**src/rtl/opp_pkg.sv**
```systemverilog
// Package: shared decode type for the radix-4 offset-binary generator.
// Assumes one digit per cycle; the selects are one-hot by construction.
package opp_pkg;

    typedef struct packed {
        logic sel_one;    // magnitude is |x|-path (x)
        logic sel_three;  // magnitude is 3x path
        logic negate;     // digit is negative
    } opp_dec_t;

endpackage

```
**src/rtl/opp_digit_decode.sv**
```systemverilog
// Module: opp_digit_decode
// Turns a coefficient bit pair into magnitude selects and a negate flag.
// Assumes: sign_pos mirrors the digit set (magnitude selects swap, sign flips).
module opp_digit_decode
    import opp_pkg::*;
(
    input  logic     hi_i,
    input  logic     lo_i,
    input  logic     sign_pos_i,
    output opp_dec_t dec_o
);

    logic pair_diff;

    // Purpose: XOR picks the three-magnitude, XNOR the one-magnitude; flag swaps.
    always_comb begin
        pair_diff       = hi_i ^ lo_i;
        dec_o.sel_three = pair_diff ^ sign_pos_i;
        dec_o.sel_one   = ~(pair_diff ^ sign_pos_i);
        dec_o.negate    = hi_i ^ sign_pos_i;
    end

endmodule

```
**src/rtl/opp_triple_gen.sv**
```systemverilog
// Module: opp_triple_gen
// Sign-extends a signed sample to the output width and forms x and 3x.
// Assumes: OW >= IW + 2 so that 3x never overflows.
module opp_triple_gen #(
    parameter int IW = 8,
    parameter int OW = IW + 2
) (
    input  logic [IW-1:0] x_i,
    output logic [OW-1:0] x1_o,
    output logic [OW-1:0] x3_o
);

    localparam int EXT = OW - IW;

    logic [OW-1:0] x_ext;
    logic [OW-1:0] x_dbl;

    // Purpose: sign extension, doubling and the single add for the triple.
    always_comb begin
        x_ext = {{EXT{x_i[IW-1]}}, x_i};
        x_dbl = {x_ext[OW-2:0], 1'b0};
        x1_o  = x_ext;
        x3_o  = x_ext + x_dbl;
    end

endmodule

```
**src/rtl/opp_select_encode.sv**
```systemverilog
// Module: opp_select_encode
// Bitwise AND-OR selection of x or 3x, followed by XOR sign reversal.
// Assumes: exactly one of the selects is high (decoder guarantees it).
module opp_select_encode
    import opp_pkg::*;
#(
    parameter int OW = 10
) (
    input  opp_dec_t      dec_i,
    input  logic [OW-1:0] x1_i,
    input  logic [OW-1:0] x3_i,
    output logic [OW-1:0] pp_o,
    output logic          cin_o
);

    for (genvar b = 0; b < OW; b++) begin : g_bit
        logic mag_bit;
        // Purpose: per-bit AND-OR magnitude pick, then conditional inversion.
        always_comb begin
            mag_bit = (dec_i.sel_one & x1_i[b]) | (dec_i.sel_three & x3_i[b]);
            pp_o[b] = mag_bit ^ dec_i.negate;
        end
    end

    // Purpose: the +1 that completes the two's-complement negation.
    always_comb cin_o = dec_i.negate;

endmodule

```
**src/rtl/opp_radix4_ppg.sv**
```systemverilog
// Module: opp_radix4_ppg (top)
// One radix-4 offset-binary digit times a signed sample, registered once.
// Assumes: synchronous active-low reset; result = signed(pp_o) + cin_o.
module opp_radix4_ppg
    import opp_pkg::*;
#(
    parameter int B = 8
) (
    input  logic           clk,
    input  logic           rst_n,
    input  logic [B-1:0]   sample_i,
    input  logic           coef_hi_i,
    input  logic           coef_lo_i,
    input  logic           sign_pos_i,
    output logic [B+1:0]   pp_o,
    output logic           cin_o
);

    localparam int PW = B + 2;

    opp_dec_t      dec;
    logic [PW-1:0] x1;
    logic [PW-1:0] x3;
    logic [PW-1:0] pp_d;
    logic          cin_d;

    opp_digit_decode u_dec (
        .hi_i       (coef_hi_i),
        .lo_i       (coef_lo_i),
        .sign_pos_i (sign_pos_i),
        .dec_o      (dec)
    );

    opp_triple_gen #(.IW(B), .OW(PW)) u_trip (
        .x_i  (sample_i),
        .x1_o (x1),
        .x3_o (x3)
    );

    opp_select_encode #(.OW(PW)) u_enc (
        .dec_i (dec),
        .x1_i  (x1),
        .x3_i  (x3),
        .pp_o  (pp_d),
        .cin_o (cin_d)
    );

    // Purpose: output register with synchronous active-low clear.
    always_ff @(posedge clk) begin
        if (!rst_n) begin
            pp_o  <= '0;
            cin_o <= 1'b0;
        end else begin
            pp_o  <= pp_d;
            cin_o <= cin_d;
        end
    end

endmodule

```
**config.mk**
```make
export PLATFORM = sky130hd
export DESIGN_NAME = opp_radix4_ppg
export DESIGN_NICKNAME = d
export VERILOG_FILES = /design/src/rtl/opp_pkg.sv /design/src/rtl/opp_digit_decode.sv /design/src/rtl/opp_triple_gen.sv /design/src/rtl/opp_select_encode.sv /design/src/rtl/opp_radix4_ppg.sv
export SDC_FILE = /design/constraint.sdc
export NUM_CORES = 1
export LEC_CHECK = 0
export CORE_ASPECT_RATIO = 1.2
export CORE_MARGIN = 3
export CORE_UTILIZATION = 50
export DETAILED_ROUTE_END_ITERATION = 8
export PLACE_DENSITY = 0.78
export SYNTH_ARGS = -nofsm -noshare
export SYNTH_HDL_FRONTEND = slang
export SYNTH_SLANG_ARGS = --single-unit
```
**constraint.sdc**
```tcl
create_clock -name clk -period 3.7 [get_ports clk]
set_input_delay 1.11 -clock clk [delete_from_list [all_inputs] [get_ports clk]]
set_output_delay 1.11 -clock clk [all_outputs]
set_load 0.05 [all_outputs]
```
==> Yosys cells after proc, flatten, opt, wreduce, memory -nomap -nowiden <==
Cells that the tools add are included.
{ "word_totals": {"reg_bits": 11, "wordCells": 45, "out_inout_bits": 11, "inputBits": 13} }
{ "op_classes": {"bitwise": 42, "addsub": 1} }
{ "ops": {"columns": ["cell", "count"], "rows": [
  ["$and A1 B1 Y1", 18],
  ["$xor A1 B1 Y1", 13],
  ["$add A8 B9 Y10", 1],
  ["$or A1 B1 Y1", 10],
  ["$not A1 Y1", 1]
]} }

==> Longest topological paths before layout <==
{ "depth": {"word_depth": 6, "ltp_mapped": 7, "mapped_depth_nobuf": 7} }

==> Modules after synthesis <==
Synthesis repeated with hierarchy kept, for this count alone.
{ "hier_totals": {"cells_unflattened": 99, "area_unflattened_um2": 1001.0} }
{ "by_module_without_submodules": {"columns": ["mod", "area_per_inst_um2", "n_inst", "cells_each", "seq_area_each_um2"], "rows": [
  ["opp_triple_gen", 376.6, 1, 49, 0.0],
  ["opp_radix4_ppg", 300.3, 1, 23, 220.2],
  ["opp_select_encode", 265.3, 1, 24, 0.0],
  ["opp_digit_decode", 58.8, 1, 3, 0.0]
]} }

==> Worst setup path before layout <==
OpenSTA, ideal clock, no wires.
{ "synth_timing": {"path_type": "input-to-reg", "startpoint": "input port sample_i[0]", "endpoint": "register pp_o[7]", "arrival_time_ps": 2670, "setup_ps": 95, "slack_ps": 935, "required_ps": 3605, "n_path_buf": 0, "path_stages": 7, "cell_sequence": "ha_1 fa_1 a211oi_2 or4_1 o2111ai_1 or4_1 o311ai_1"} }
{ "synth_via": {"elab_chain_cells": 4} }
{ "synth_lines": {"columns": ["item", "line_no", "rtl"], "rows": [
  ["start, declared", "opp_radix4_ppg.sv:11", "input logic [B-1:0] sample_i,"],
  ["$add A8 B9 Y10", "opp_triple_gen.sv:23", "x3_o = x_ext + x_dbl;"],
  ["$and A1 B1 Y1", "opp_select_encode.sv:20", "mag_bit = (dec_i.sel_one & x1_i[b]) | (dec_i.sel_three & x3_i[b]);"],
  ["$or A1 B1 Y1", "opp_select_encode.sv:20", null],
  ["$xor A1 B1 Y1", "opp_select_encode.sv:21", "pp_o[b] = mag_bit ^ dec_i.negate;"],
  ["end signal, assigned", "opp_radix4_ppg.sv:54", "pp_o <= pp_d;"],
  ["end, declared", "opp_radix4_ppg.sv:15", "output logic [B+1:0] pp_o,"]
]} }
No other way between the ends.
A chain may end at the register's enable or synchronous reset.

==> Final worst setup path <==
{ "layout_timing": {"startpoint": "input port sample_i[1]", "endpoint": "register pp_o[7]"} }
The elaborated chain is that of the path after synthesis.

==> flow_metrics.env <==
export IMPL_status="finished, final reports clean"
export IMPL_rows=16
export IMPL_slew_viol_final=0
export IMPL_final_area_mm2=0.001152
export IMPL_cts_buffers=3
export IMPL_worst_pin_slew_ps=676.8
export IMPL_coreArea_mm2=0.001642
export IMPL_top_usage_layer="met2"
export IMPL_synth_top_cell_by_area="dfxtp_1"
export IMPL_clk_path_buf_depth=2
export IMPL_cp_slowest_stage_delay_ps=540
export IMPL_area_growth_pct=30.82
export IMPL_first_pass_iters=4
export IMPL_crit_path_max_fanout=6
export IMPL_synth_top_cell_area_share=0.2500
export IMPL_grt_max_degree=17
export IMPL_grt_pass1_vias=753
export IMPL_ant_nets=0
export IMPL_grt_pass1_wl_um=3284
export IMPL_startpoint_type="input port"
export IMPL_wirelength_um=2013
export IMPL_worstPathArrival_ps=3410
export IMPL_avgSynthCellArea_um2=8.310
export IMPL_grtUsageMet3=0.01384
export IMPL_peakVddDrop_mv=0.1636
export IMPL_nNetsFinal=153
export IMPL_crit_buf_inv=1
export IMPL_rsz0062_at_grt="false"
export IMPL_setup_viol=0
export IMPL_post_synth_instance_area_um2=880.8
export IMPL_grt_use_total=0.1912
export IMPL_worstPathRequired_ps=3870
export IMPL_cts_root_buf="clkbuf_4"
export IMPL_wl_per_cell_um=13.51
export IMPL_hold_buffers=0
export IMPL_final_util=0.7020
export IMPL_hold_viol_final=0
export IMPL_io_buffer_count=23
export IMPL_cts_tree="built"
export IMPL_gp_congestion=0.7721
export IMPL_cts_resized=0
export IMPL_slew_limit_headroom=0.5455
export IMPL_ys_types=33
export IMPL_cts_sinks=11
export IMPL_synthFlopType="dfxtp_1"
export IMPL_die_area_mm2=0.002303
export IMPL_clock_fmax_ghz=0.3086
export IMPL_drtIter0Drc=10
export IMPL_antenna_found_initial=0
export IMPL_fin_crit_ps=3240
export IMPL_dpl_hpwl_um=1701
export IMPL_ys_ff_latch=11
export IMPL_use_met1=0.2327
export IMPL_synthArstFlopShare=0
export IMPL_post_cts_setup_buffers=0
export IMPL_yosysSeqAreaShare=0.2500
export IMPL_via_count=841
export IMPL_cts_clk_slew_worst_paths_ps=60
export IMPL_layout_drive_gt1_share=0.06107
export IMPL_synth_edff_count=0
export IMPL_hold_path_class="in2reg"
export IMPL_netlist_instances=106
export IMPL_power_leakage_nw=0.4576
export IMPL_initial_utilization=0.5366
export IMPL_die_h_um=51.98
export IMPL_path_class="in2reg"
export IMPL_htreeDepth=1
export IMPL_routed_via_density=5.644
export IMPL_finalSetupTns_ps=0
export IMPL_end_kind="flip-flop"
export IMPL_yosys_top_cells_area="dfxtp_1 (25%), ha_1 (9.9%), nor2_1 (6.8%), a21oi_1 (5.1%), xnor2_1 (4.0%)"
export IMPL_ios=24
export IMPL_synth_net_count=127
export IMPL_antennaDiodeCount=0
export IMPL_use_met2=0.3350
export IMPL_crit_chain="clkdlybuf4s50_1, ha_1, fa_1, a211oi_2, or4_1, o2111ai_1, or4_1, o311ai_1"
export IMPL_critPathSlowestCell="clkdlybuf4s50_1"
export IMPL_synth_warnings=0
export IMPL_path_common_cell="or4_1"
export IMPL_grt_ovfl_total=0
export IMPL_drc=0
export IMPL_period_share=0.8757
export IMPL_critPathTopFamily="adder cells"
export IMPL_p_per_area_mw_per_mm2=363.2
export IMPL_die_x_um=44.32
export IMPL_placed_area_mm2=0.001126
export IMPL_maxCapViolations=0
## where the power goes
group	internal, W	leakage [nW]	switching [W]
sequential	0.000133	0.0916	0.00000375
clock	0.0000416	0.0150	0.0000355
combinational	0.0000821	0.351	0.000123
## area by class of cell
class / instances / area [µm²]
Inverter: 3 / 11.26
Sequential cell: 11 / 220.2
Tap cell: 18 / 22.52
Fill cell: 151 / 489.2
Multi-Input combinational cell: 90 / 641.9
Timing Repair Buffer: 23 / 230.2
Clock buffer: 4 / 26.28
## state kept, by name, summed over array words and instances (netlist names)
name   cells
pp_o      10
cin_o      1
## layout by cell type, fill, tap and decap left out, types with 2 or more instances in the layout
cell              n
clkdlybuf4s50_1  23
nor2_1           16
dfxtp_1          11
a21oi_1           9
ha_1              7
nand2_1           6
o21ai_0           5
xnor2_1           4
a211oi_1          4
nor3b_1           4
nand2b_1          3
inv_1             3
mux2_2            3
or4_1             3
mux2i_1           3
clkbuf_4          3
o211ai_1          2
nor2b_1           2
o21a_1            2
o311ai_1          2
a21o_1            2
## per-layer routing
| layer | wire length, µm | vias up |
|---|---|---|
| li1 | - | 446 |
| met1 | 918 | 375 |
| met2 | 996 | 16 |
| met3 | 66 | 4 |
| met4 | 32 | 0 |
| met5 | 0 | - |
## through the flow
| stage | instances | setup WS, ps | hold slack, ps | total power [W] |
|---|---|---|---|---|
| final | 149 | 460.0 | 1550 | 0.0004186 |
| after global routing | 149 | 314.0 | 1567 | 0.0004432 |
| after detailed placement | 145 | 205.5 | 1818 | 0.0003448 |
| after floorplan | 106 | 934.8 | 1227 | 0.0002779 |
| after global placement | 145 | 297.1 | 1806 | 0.0003397 |
| after CTS | 149 | 467.6 | 1543 | 0.0004217 |
## path summary, 6_finish.rpt
kind,start,end,cells after the start
setup / recovery,sample_i[1],pp_o[7],8
hold / removal,sample_i[0],pp_o[0],3
## tightest hold or removal path: cells and delay by family
family                 cells  cell delay (ps)
XOR/XNOR                   1              170
buffers and inverters      1              460
AND/OR/NAND/NOR            1               30
## cells by family after synthesis
kind of cell | count (synthesis) | synth area share
DFF | 11 | 0.2500
adders and majority gates | 8 | 0.1222
AOI/OAI and AO/OA | 32 | 0.2386
muxes | 7 | 0.08523
buffers and inverters | 5 | 0.02131
and+or+nand+nor | 37 | 0.2145
xor gates and xnor gates | 6 | 0.06818
## synth_stat cells (4+ instances only)
master,count
ha_1,7
nor3b_1,4
nor2_1,16
o21ai_0,5
a211oi_1,4
a21oi_1,9
nand2_1,6
dfxtp_1,11
xnor2_1,4
Power figures use the tool's default switching activity.
